## src/rtl/ptw_pkg.sv

```systemverilog
package ptw_pkg;

    localparam int VA_W      = 32;
    localparam int PA_W      = 32;
    localparam int IDX_W     = 10;
    localparam int OFF_W     = VA_W - 2 * IDX_W;
    localparam int PTE_W     = 32;
    localparam int PTE_BYTES = PTE_W / 8;
    localparam int PTE_SHIFT = $clog2(PTE_BYTES);
    localparam int PPN_W     = PA_W - OFF_W;
    localparam int ATTR_W    = PTE_W - PPN_W - 1;

    typedef enum logic [2:0] {
        ST_IDLE,
        ST_RD1,
        ST_WT1,
        ST_RD2,
        ST_WT2,
        ST_DONE,
        ST_FAULT
    } walk_state_e;

    typedef enum logic {
        FLT_NO_TABLE = 1'b0,
        FLT_NO_PAGE  = 1'b1
    } fault_lvl_e;

    typedef struct packed {
        logic [PPN_W-1:0]  ppn;
        logic [ATTR_W-1:0] attrs;
        logic              valid;
    } pte_t;

    function automatic logic [IDX_W-1:0] top_index(input logic [VA_W-1:0] va);
        return va[VA_W-1 -: IDX_W];
    endfunction

    function automatic logic [IDX_W-1:0] mid_index(input logic [VA_W-1:0] va);
        return va[OFF_W +: IDX_W];
    endfunction

    function automatic logic [PA_W-1:0] slot_addr(input logic [PA_W-1:0] base,
                                                  input logic [IDX_W-1:0] idx);
        logic [PA_W-1:0] scaled;
        scaled = {{(PA_W-IDX_W){1'b0}}, idx} << PTE_SHIFT;
        return base + scaled;
    endfunction

    function automatic logic [PA_W-1:0] frame_base(input logic [PPN_W-1:0] ppn);
        return {ppn, {OFF_W{1'b0}}};
    endfunction

endpackage

```

## src/rtl/ptw_ctrl.sv

```systemverilog
module ptw_ctrl
    import ptw_pkg::*;
(
    input  logic        clk,
    input  logic        rst,
    input  logic        req_valid,
    input  logic        mem_req_ready,
    input  logic        mem_rsp_valid,
    input  logic        entry_valid,
    output walk_state_e state,
    output logic        accept,
    output logic        take_l1,
    output logic        take_l2,
    output logic        busy,
    output logic        rd_valid,
    output logic        done,
    output logic        fault,
    output fault_lvl_e  fault_level
);

    walk_state_e state_q, state_d;
    fault_lvl_e  lvl_q, lvl_d;

    always_comb begin
        state_d = state_q;
        lvl_d   = lvl_q;
        accept  = 1'b0;
        take_l1 = 1'b0;
        take_l2 = 1'b0;
        unique case (state_q)
            ST_IDLE: begin
                if (req_valid) begin
                    accept  = 1'b1;
                    state_d = ST_RD1;
                end
            end
            ST_RD1: if (mem_req_ready) state_d = ST_WT1;
            ST_WT1: begin
                if (mem_rsp_valid) begin
                    if (entry_valid) begin
                        take_l1 = 1'b1;
                        state_d = ST_RD2;
                    end else begin
                        lvl_d   = FLT_NO_TABLE;
                        state_d = ST_FAULT;
                    end
                end
            end
            ST_RD2: if (mem_req_ready) state_d = ST_WT2;
            ST_WT2: begin
                if (mem_rsp_valid) begin
                    if (entry_valid) begin
                        take_l2 = 1'b1;
                        state_d = ST_DONE;
                    end else begin
                        lvl_d   = FLT_NO_PAGE;
                        state_d = ST_FAULT;
                    end
                end
            end
            ST_DONE:  state_d = ST_IDLE;
            ST_FAULT: state_d = ST_IDLE;
            default:  state_d = ST_IDLE;
        endcase
    end

    always_ff @(posedge clk) begin
        if (rst) begin
            state_q <= ST_IDLE;
            lvl_q   <= FLT_NO_TABLE;
        end else begin
            state_q <= state_d;
            lvl_q   <= lvl_d;
        end
    end

    assign state       = state_q;
    assign busy        = (state_q != ST_IDLE);
    assign rd_valid    = (state_q == ST_RD1) || (state_q == ST_RD2);
    assign done        = (state_q == ST_DONE);
    assign fault       = (state_q == ST_FAULT);
    assign fault_level = lvl_q;


    l1_absent_faults_chk: assert property (@(posedge clk) disable iff (rst)
        (state_q == ST_WT1 && mem_rsp_valid && !entry_valid)
        |=> (fault && fault_level == FLT_NO_TABLE));


    l2_absent_faults_chk: assert property (@(posedge clk) disable iff (rst)
        (state_q == ST_WT2 && mem_rsp_valid && !entry_valid)
        |=> (fault && fault_level == FLT_NO_PAGE));


    done_single_pulse_chk: assert property (@(posedge clk) disable iff (rst)
        done |=> !done && !fault);


    fault_single_pulse_chk: assert property (@(posedge clk) disable iff (rst)
        fault |=> !fault && !done);


    one_outstanding_chk: assert property (@(posedge clk) disable iff (rst)
        (rd_valid && mem_req_ready) |=> !rd_valid);


    req_held_chk: assert property (@(posedge clk) disable iff (rst)
        (rd_valid && !mem_req_ready) |=> rd_valid);

endmodule

```

## src/rtl/ptw_regs.sv

```systemverilog
module ptw_regs
    import ptw_pkg::*;
(
    input  logic             clk,
    input  logic             rst,
    input  logic             accept,
    input  logic             take_l1,
    input  logic             take_l2,
    input  logic [VA_W-1:0]  req_va,
    input  logic [PA_W-1:0]  pt_base,
    input  logic [PTE_W-1:0] rsp_data,
    output logic [VA_W-1:0]  va_q,
    output logic [PA_W-1:0]  base_q,
    output logic [PPN_W-1:0] l2_tbl_q,
    output logic [PPN_W-1:0] ppn_q,
    output logic             entry_valid
);

    pte_t entry;

    assign entry       = pte_t'(rsp_data);
    assign entry_valid = entry.valid;

    always_ff @(posedge clk) begin
        if (rst) begin
            va_q     <= '0;
            base_q   <= '0;
            l2_tbl_q <= '0;
            ppn_q    <= '0;
        end else begin
            if (accept) begin
                va_q   <= req_va;
                base_q <= pt_base;
            end
            if (take_l1) l2_tbl_q <= entry.ppn;
            if (take_l2) ppn_q    <= entry.ppn;
        end
    end


    va_frozen_chk: assert property (@(posedge clk) disable iff (rst)
        !accept |=> $stable(va_q));


    base_frozen_chk: assert property (@(posedge clk) disable iff (rst)
        !accept |=> $stable(base_q));

endmodule

```

## src/rtl/ptw_addr.sv

```systemverilog
module ptw_addr
    import ptw_pkg::*;
(
    input  logic             clk,
    input  logic             rst,
    input  walk_state_e      state,
    input  logic             rd_valid,
    input  logic             mem_req_ready,
    input  logic [VA_W-1:0]  va_q,
    input  logic [PA_W-1:0]  base_q,
    input  logic [PPN_W-1:0] l2_tbl_q,
    output logic [PA_W-1:0]  mem_addr
);

    logic [PA_W-1:0] l1_slot;
    logic [PA_W-1:0] l2_slot;

    assign l1_slot  = slot_addr(base_q, top_index(va_q));
    assign l2_slot  = slot_addr(frame_base(l2_tbl_q), mid_index(va_q));
    assign mem_addr = (state == ST_RD2) ? l2_slot : l1_slot;


    addr_stable_chk: assert property (@(posedge clk) disable iff (rst)
        (rd_valid && !mem_req_ready) |=> $stable(mem_addr));

endmodule

```

## src/rtl/ptw_walker.sv

```systemverilog
module ptw_walker
    import ptw_pkg::*;
(
    input  logic        clk,
    input  logic        rst,
    input  logic        req_valid,
    input  logic [31:0] req_va,
    input  logic [31:0] pt_base,
    output logic        busy,
    output logic        mem_req_valid,
    output logic [31:0] mem_req_addr,
    input  logic        mem_req_ready,
    input  logic        mem_rsp_valid,
    input  logic [31:0] mem_rsp_data,
    output logic        done,
    output logic [19:0] done_ppn,
    output logic        fault,
    output logic        fault_level,
    output logic [31:0] fault_va
);

    walk_state_e      state;
    fault_lvl_e       lvl;
    logic             accept;
    logic             take_l1;
    logic             take_l2;
    logic             entry_valid;
    logic [VA_W-1:0]  va_q;
    logic [PA_W-1:0]  base_q;
    logic [PPN_W-1:0] l2_tbl_q;
    logic [PPN_W-1:0] ppn_q;

    ptw_ctrl u_ctrl (
        .clk           (clk),
        .rst           (rst),
        .req_valid     (req_valid),
        .mem_req_ready (mem_req_ready),
        .mem_rsp_valid (mem_rsp_valid),
        .entry_valid   (entry_valid),
        .state         (state),
        .accept        (accept),
        .take_l1       (take_l1),
        .take_l2       (take_l2),
        .busy          (busy),
        .rd_valid      (mem_req_valid),
        .done          (done),
        .fault         (fault),
        .fault_level   (lvl)
    );

    ptw_regs u_regs (
        .clk         (clk),
        .rst         (rst),
        .accept      (accept),
        .take_l1     (take_l1),
        .take_l2     (take_l2),
        .req_va      (req_va),
        .pt_base     (pt_base),
        .rsp_data    (mem_rsp_data),
        .va_q        (va_q),
        .base_q      (base_q),
        .l2_tbl_q    (l2_tbl_q),
        .ppn_q       (ppn_q),
        .entry_valid (entry_valid)
    );

    ptw_addr u_addr (
        .clk           (clk),
        .rst           (rst),
        .state         (state),
        .rd_valid      (mem_req_valid),
        .mem_req_ready (mem_req_ready),
        .va_q          (va_q),
        .base_q        (base_q),
        .l2_tbl_q      (l2_tbl_q),
        .mem_addr      (mem_req_addr)
    );

    assign done_ppn    = ppn_q;
    assign fault_level = lvl;
    assign fault_va    = va_q;


    done_fault_excl_chk: assert property (@(posedge clk) disable iff (rst)
        !(done && fault));


    idle_quiet_chk: assert property (@(posedge clk) disable iff (rst)
        !busy |-> (!mem_req_valid && !done && !fault));

endmodule

```

## config.mk

```make
export PLATFORM = sky130hd
export DESIGN_NAME = ptw_walker
export DESIGN_NICKNAME = d
export VERILOG_FILES = /design/src/rtl/ptw_pkg.sv /design/src/rtl/ptw_ctrl.sv /design/src/rtl/ptw_regs.sv /design/src/rtl/ptw_addr.sv /design/src/rtl/ptw_walker.sv
export SDC_FILE = /design/constraint.sdc
export NUM_CORES = 1
export LEC_CHECK = 0
export BUFFER_PORTS_ARGS = -buffer_cell sky130_fd_sc_hd__buf_2
export CORE_ASPECT_RATIO = 0.9
export CORE_MARGIN = 5
export CORE_UTILIZATION = 50
export CTS_CLUSTER_SIZE = 20
export DETAILED_ROUTE_END_ITERATION = 10
export PLACE_DENSITY_LB_ADDON = 0.05
export SETUP_SLACK_MARGIN = 0.1
export SLEW_MARGIN = 20
export SYNTH_ARGS = -nofsm -noshare
export SYNTH_HDL_FRONTEND = slang
export SYNTH_SLANG_ARGS = --single-unit
```

## constraint.sdc

```tcl
create_clock -name clk -period 4.9 [get_ports clk]
set_input_delay 0.98 -clock clk [delete_from_list [all_inputs] [get_ports clk]]
set_output_delay 0.98 -clock clk [all_outputs]
set_load 0.03 [all_outputs]
```

# Word level (Yosys, flattened, before mapping)
# Index checks and enable logic that the tools add are counted.
[op_classes]
n_eq_ne = 13
add_sub_neg = 2
n_reduce_logical = 6
mux = 20
[ops]
columns = ["op", "n"]
rows = [
  ["$add 32x12->32", 2],
  ["$mux 32", 1],
  ["$mux 3", 6],
  ["$pmux 3 s5", 1],
  ["$ne 2x2->1 const B", 7],
  ["$mux 1", 10],
  ["$reduce_and 5->1", 2],
  ["$eq 3x3->1 const B", 3],
  ["$eq 3x2->1 const B", 2],
  ["$eq 3x1->1 const B", 1],
  ["$logic_not 3->1", 1],
  ["$reduce_bool 3->1", 1],
  ["$mux 2", 1],
  ["$pmux 1 s2", 1],
  ["$reduce_bool 2->1", 1],
  ["$logic_or 1x1->1", 1],
]
[word_totals]
regBits = 108
wordCells = 47
output_inout_bits = 89

# Logic depth before layout (Yosys ltp)
# Gate-level depths: netlist (run 1).
[logic_depth]
word_depth = 3
ltp_mapped = 8
ltp_nobuf = 7

# Modules after synthesis
# Synthesis (run 1) repeated with hierarchy kept, for this count alone.
[unflattened]
cells_unflattened = 614
hier_area_um2 = 5499.0
[by_module_without_submodules]
columns = ["mod", "area_per_inst_um2", "cells_per_inst", "instances", "seq_area_each_um2"]
rows = [
  ["ptw_regs", 3707.3, 336, 1, 2082.0],
  ["ptw_addr", 1455.1, 236, 1, 0.0],
  ["ptw_ctrl", 336.6, 42, 1, 80.1],
]

# Least setup slack after synthesis (run 1)
# OpenSTA, ideal clock, no wires.
[synth_path]
kind = "register to output"
startpoint = "register u_regs.va_q[22]"
endpoint = "output mem_req_addr[12]"
arrival_time_ns = 2.802
stages_incl_launch_ff = 9
path_slack_ns = 1.118
t_required_ns = 3.920
path_cell_list = "dfxtp_1 -> ha_1 -> fa_1 -> a211oi_1 -> o21ai_1 -> a41oi_2 -> buf_2 -> xor2_1 -> o21ai_0"
[synth_via]
elab_chain_cells = 2
[synth_rtl]
columns = ["item", "line_no", "source"]
rows = [
  ["start: declaration", "ptw_regs.sv:12", "output logic [VA_W-1:0] va_q,"],
  ["start signal: assignment", "ptw_regs.sv:32", "va_q <= req_va;"],
  ["$add 32x12->32", "ptw_pkg.sv:46", "return base + scaled;"],
  ["$mux 32", "ptw_addr.sv:20", "assign mem_addr = (state == ST_RD2) ? l2_slot : l1_slot;"],
  ["end: declaration", "ptw_walker.sv:11", "output logic [31:0] mem_req_addr,"],
]
# Every way passes these cells.

# Final worst setup path (run 1)
[layout_path]
startpoint = "register u_regs.va_q[22]"
endpoint = "output mem_req_addr[24]"
# Same word-level chain as after synthesis.

==> results.json, run 1 <==
{
  "outcome": "complete, no violations",
  "end_kind": "output pin",
  "drv_cap": 0,
  "first_global_vias": 4807,
  "port_buffers": 178,
  "synthFlopType": "dfxtp_1",
  "crit_type": "flip-flop to output pin",
  "drcViolationCount": 0,
  "ys_types": 52,
  "wl_um": 14530,
  "total_power_uw": 2447,
  "critPathRequiredTime_ps": 3920,
  "p_leak_uw": 0.002746,
  "grt-ovfl-total": 0,
  "cts_setup_buffers": 0,
  "grt_max_degree": 108,
  "post-dp-hpwl_um": 10290,
  "synth_edf_count": 0,
  "synth-seq-cells": 108,
  "synth.most_common_cell": "nand2_1",
  "core.rowCount": 34,
  "n_fill_cell": 924,
  "ir_drop_v": 0.0003229,
  "root_buffer": "clkbuf_16",
  "synth_top_area_share_pct": 42.66,
  "synthTopCellsByArea": "dfxtp_1 43%, nand2_1 17%, a21oi_1 12%, nor2_1 2.8%, ha_1 2.5%",
  "fin_skew_ps": 4.015,
  "grt_pass1_wl_um": 23490,
  "layout-drive-gt1-share_pct": 24.38,
  "cts_buffers": 9,
  "worst_pin_slew_ps": 1105,
  "cts_buffer_depth": 2,
  "final_hold_viol_count": 0,
  "dr_total_vias": 5222,
  "hold_buffers": 0,
  "fin_crit_sh_pct": 86.94,
  "fin_tns_setup_ps": 0,
  "n_antenna_cell": 0,
  "synth_largest_area_cell": "dfxtp_1",
  "grt_antenna_before_repair": 0,
  "async_reset_ff_share_pct": 0,
  "cts_resized": 0,
  "yosys-top-cells-count": "232 x nand2_1, 122 x a21oi_1, 108 x dfxtp_1",
  "grtUsageTotal_pct": 23.26,
  "synth-seq-area-share_pct": 42.66,
  "arrival_ps": 3280,
  "cp_max_fo": 19,
  "startpoint_type": "flip-flop",
  "yosysWarnings": 0,
  "min_period_ps": 4260,
  "first_pass_iters": 5,
  "drt_iter0_drc": 519,
  "cts.htree.levels": 3,
  "routed_wire_length_per_instance_um": 14.97,
  "setup_viol": 0,
  "cts_tree": "yes",
  "clk_pin_slew_worst_paths_ps": 80,
  "die_x_um": 116.1,
  "relSlewSlack_pct": 26.32,
  "ant_nets": 0,
  "syn_inst": 694,
  "io_pins": 190,
  "drv_slew": 0,
  "hp-class": "flip-flop to flip-flop",
  "die_h_um": 105.5,
  "synth_area_um2": 5069,
  "avgSynthCellArea_um2": 7.303,
  "powerDensity_nw_per_um2": 390.0,
  "syn_to_final_growth_pct": 23.80,
  "place.gp.congestion": 0.8310,
  "rsz0062_at_grt": "no",
  "clk_latency_ps": 360,
  "dieArea_um2": 12250,
  "clkSinkCount": 108,
  "timing.fmax_ghz": 0.2347,
  "coreArea_um2": 9784,
  "synth_fp_nets": 806,
  "fin_nets": 952,
  "viasPerCell": 5.378,
  "start_util_pct": 51.80
}
[cell usage in the layout (no fill, tap or decap), drive strengths merged, types with 2 or more instances in the layout]
cell type,n
nand2,232
buf,179
a21oi,122
dfxtp,108
nor2,38
o21ai,26
a31oi,18
nand3,12
ha,10
or3,10
clkbuf,9
inv,9
o31ai,7
xor2,7
or4,6
clkinv,5
nand4,4
and2,4
nor3,3
a211oi,3
a21o,3
or4b,2
nor3b,2
o21bai,2
nand2b,2
a41oi,2
[power breakdown]
part           internal [uW]  switching (uW)  leakage (uW)  total, uW
clock network            411             368      0.000153        779
logic                    197             461       0.00171        658
registers                946            65.0      0.000880       1010
total                   1550             894       0.00275       2450
[stage by stage]
stage / setup WS [ps] / utilization (%) / cell area [um2] / hold WS [ps] / instances
6_report: 639.8 / 64.13 / 6275 / 451.1 / 971
5_1_grt: 446.1 / 64.13 / 6275 / 471.6 / 971
4_1_cts: 652.4 / 64.04 / 6266 / 455.8 / 971
3_5_place_dp: 1057 / 60.73 / 5942 / 444.9 / 955
3_3_place_gp: 1154 / 60.73 / 5942 / 437.2 / 955
2_1_floorplan: 1118 / - / 5069 / 431.7 / 694
[state kept, by name (all words and copies together) (netlist names)]
register            count
u_ctrl.fault_level      1
u_ctrl.state            3
u_regs.base_q          32
u_regs.l2_tbl_q        20
u_regs.ppn_q           20
u_regs.va_q            32
[final cells by class]
| type | instances | area (um2) | share of cell area [%] |
|---|---|---|---|
| tap | 126 | 157.7 | 2.512 |
| clock inverter | 7 | 98.84 | 1.575 |
| timing repair buffer | 179 | 900.9 | 14.36 |
| sequential | 108 | 2162 | 34.46 |
| inverter | 9 | 33.78 | 0.5384 |
| multi-input combinational | 533 | 2696 | 42.97 |
| clock buffer | 9 | 225.2 | 3.589 |
[routing by layer]
metal  vias to the layer above  wire length (um)  GRT usage (%)
met1                      2366              6580          32.62
met2                       182              6443          34.88
met4                         0               187          5.137
li1                       2654                 -              -
met5                         -                 0              0
met3                        20              1323          7.679
[final timing paths]
check | startpoint | endpoint | slack (ps) | cells after the start
max | u_regs.va_q[22] | mem_req_addr[24] | 640 | 8
min reg2reg | u_regs.va_q[8] | u_regs.va_q[8] | 450 | 2
min | u_regs.va_q[8] | u_regs.va_q[8] | 450 | 2
max reg2reg | u_ctrl.state[1] | u_regs.base_q[24] | 2900 | 4
[logic make-up (layout without fill, tap and decap cells)]
group	Yosys count	count (layout)	synth area share (%)
flops	108	108	42.66
mux	2	2	0.4196
fa+ha+maj	12	12	3.061
buf+inv	53	204	4.394
xor+xnor	8	8	1.382
simple gates	320	320	26.86
compound gates	191	191	21.23
[worst max-delay path: stages (launching register included)]
cell	delay (ps)
dfxtp_1	330
ha_1	240
fa_1	450
a211oi_1	410
o21ai_1	160
a41oi_2	640
o21ai_0	200
a31oi_1	250
buf_2	230
(Power assumes the default switching activity.)
==> inputs of run 2 (changes only) <==
--- a/config.mk
+++ b/config.mk
@@ -5,10 +5,12 @@
 export SDC_FILE = /design/constraint.sdc
 export NUM_CORES = 1
 export LEC_CHECK = 0
+export ABC_AREA = 1
 export BUFFER_PORTS_ARGS = -buffer_cell sky130_fd_sc_hd__buf_2
 export CORE_ASPECT_RATIO = 0.9
 export CORE_MARGIN = 5
 export CORE_UTILIZATION = 50
+export CTS_CLUSTER_DIAMETER = 50
 export CTS_CLUSTER_SIZE = 20
 export DETAILED_ROUTE_END_ITERATION = 10
 export PLACE_DENSITY_LB_ADDON = 0.05
==> results.json, run 2 <==
{
  "outcome": "complete, no violations",
  "arrival_ps": 2660,
  "layout-drive-gt1-share_pct": 21.31,
  "cts_setup_buffers": 0,
  "synthTopCellsByArea": "dfxtp_1 39%, nand2_1 15%, nand3_1 9.9%, a21oi_1 8.1%, o21ai_0 5.9%",
  "cp_max_fo": 7,
  "crit_type": "flip-flop to output pin",
  "grt_max_degree": 61,
  "fin_crit_sh_pct": 74.27,
  "grt_antenna_before_repair": 1,
  "gr-usage-met1_pct": 34.34,
  "relSlewSlack_pct": 47.50,
  "timing.critical_path.buf_inv": 2,
  "grt_pass1_wl_um": 26790,
  "drt_iter0_drc": 389,
  "clkSinkCount": 108,
  "dr_total_vias": 5937,
  "ys_types": 29,
  "first_pass_iters": 6,
  "first_global_vias": 5511,
  "async_reset_ff_share_pct": 0,
  "start_util_pct": 51.01,
  "syn_to_final_growth_pct": 21.98,
  "hold_buffers": 0,
  "port_buffers": 178,
  "fin_skew_ps": 13.04,
  "clk_latency_ps": 350,
  "power.share.clock_pct": 22.0,
  "powerDensity_nw_per_um2": 480.1,
  "drv_cap": 0,
  "seqPwrFrac_pct": 36.2,
  "yosys-top-cells-count": "226 x nand2_1, 109 x nand3_1, 108 x dfxtp_1",
  "reg_top3": "u_regs.base_q x32, u_regs.va_q x32",
  "drcViolationCount": 0,
  "final_hold_viol_count": 0,
  "p_int_uw": 1781,
  "io_pins": 190,
  "die_h_um": 109.8,
  "cts_buffers": 9,
  "synth-seq-area-share_pct": 39.04,
  "final_cell_mix": "226 x nand2_1, 178 x buf_2, 109 x nand3_1",
  "use_met3_pct": 4.630,
  "hp-class": "flip-flop to flip-flop",
  "syn_inst": 853,
  "clk_pin_slew_worst_paths_ps": 70,
  "end_kind": "output pin",
  "wl_um": 16680,
  "cts.htree.levels": 3,
  "startpoint_type": "flip-flop",
  "place.gp.congestion": 0.8863,
  "globalRoute.busiestLayer": "met2",
  "grt-ovfl-total": 0,
  "crit_chain": "ha_1 -> fa_1 -> nand3_1 -> nand3_1 -> nand3_1 -> nand3_2 -> nand2_1 -> inv_1 -> o21ai_0 -> buf_2",
  "synthFlopType": "dfxtp_1",
  "critPathRequiredTime_ps": 3920,
  "cts_tree": "yes",
  "synth.most_common_cell": "nand2_1",
  "switching_power_uw": 1463,
  "cts_resized": 0,
  "synth-seq-cells": 108,
  "slowest_stage": "fa_1",
  "dpl_worst_slack_ps": 1645,
  "root_buffer": "clkbuf_16",
  "min_period_ps": 3639,
  "coreArea_um2": 10860,
  "timing.fmax_ghz": 0.2748,
  "synth_top_area_share_pct": 39.04,
  "rsz0062_at_grt": "no",
  "mostFrequentLayoutCell": "nand2_1",
  "crit_top_cell": "nand3_1",
  "ant_nets": 0,
  "synth_largest_area_cell": "dfxtp_1",
  "setup_viol": 0,
  "fin_nets": 1116,
  "fin_tns_setup_ps": 0,
  "n_antenna_cell": 0,
  "worst_path_dominant_cell_family": "adder cells",
  "dieArea_um2": 13280,
  "ir_drop_v": 0.0003035,
  "setup_ws_ps": 1261,
  "cts_buffer_depth": 2,
  "die_x_um": 120.9,
  "synth_area_um2": 5538,
  "synth_edf_count": 0,
  "power_frac_comb_pct": 41.8,
  "avgSynthCellArea_um2": 6.492,
  "yosysWarnings": 0,
  "synth_fp_nets": 965,
  "max_stage_delay_ps": 460,
  "post-dp-hpwl_um": 12220,
  "routed_wire_length_per_instance_um": 14.36,
  "viasPerCell": 5.114,
  "grtUsageTotal_pct": 24.90,
  "met2_usage_pct": 40.42,
  "core.rowCount": 36,
  "worst_pin_slew_ps": 784.7,
  "swShare_pct": 45.10,
  "drv_slew": 0,
  "p_leak_uw": 0.003302
}
[run 2: changes by cell type after synthesis, moves of 9 or more]
cell | before | now
o21ai_0 | 24 | 65
nor2_1 | 38 | 85
inv_1 | 8 | 73
nand3_1 | 11 | 109
or3_1 | 9 | 0
a31oi_1 | 18 | 2
buf_2 | 3 | 12
a21oi_1 | 122 | 90
[run 2: power groups by stage]
stage | logic (uW) | registers (uW) | clock network (uW)
floorplan | 870 | 1280 | 0
global placement | 1350 | 1190 | 0
detailed placement | 1360 | 1190 | 0
CTS | 1360 | 1170 | 726
global route | 1480 | 1200 | 756
finish | 1350 | 1170 | 715
[run 2: path summary, 6_finish.rpt]
| path | startpoint | endpoint | slack, ps | depth (start not counted) |
|---|---|---|---|---|
| min reg2reg | u_regs.base_q[1] | u_regs.base_q[1] | 460 | 2 |
| min | u_regs.base_q[1] | u_regs.base_q[1] | 460 | 2 |
| max | u_regs.va_q[22] | mem_req_addr[14] | 1260 | 10 |
| max reg2reg | u_ctrl.state[1] | u_regs.va_q[12] | 2700 | 7 |
[run 2: cell type report]
cell class	instances	area (um2)
Sequential cell	108	2162
Multi-Input combinational cell	623	2888
Inverter	77	289.0
Clock buffer	10	229.0
Clock inverter	6	53.80
Timing Repair Buffer	185	943.4
Tap cell	152	190.2
Fill cell	1118	4100
[run 2: stage by stage]
stage               util, %  cell area [um2]  hold slack [ps]  total power (uW)  cells
global placement      59.62             6472            442.7              2536   1145
CTS                   62.23             6755            459.6              3257   1161
floorplan                 -             5538            430.0              2153    853
global route          62.23             6755            475.1              3432   1161
finish                62.23             6755            458.9              3243   1161
detailed placement    59.62             6472            448.3              2543   1145
[run 2: per-layer routing]
layer	routed length, um	part of all wire [%]
met5	7	0.042
met4	218	1.3
met3	936	5.6
met2	7565	45
met1	7949	48
[run 2: cell families (layout without fill, tap and decap cells)]
logic type               after synthesis  after routing  share of synthesized area (%)
AO/OA/AOI/OAI                        161            161                          14.80
XOR/XNOR                               5              5                         0.7907
adder cells (fa/ha/maj)               11             11                          2.621
buffers and inverters                122            278                          8.811
flip-flops                           108            108                          39.04
AND/OR/NAND/NOR                      446            446                          33.94
[run 2: worst register-to-register path, delay by kind of cell, from the launching register on]
family / cells / cell delay [ps]
flops: 1 / 350
buf+inv: 2 / 570
simple gates: 3 / 860
compound gates: 2 / 290
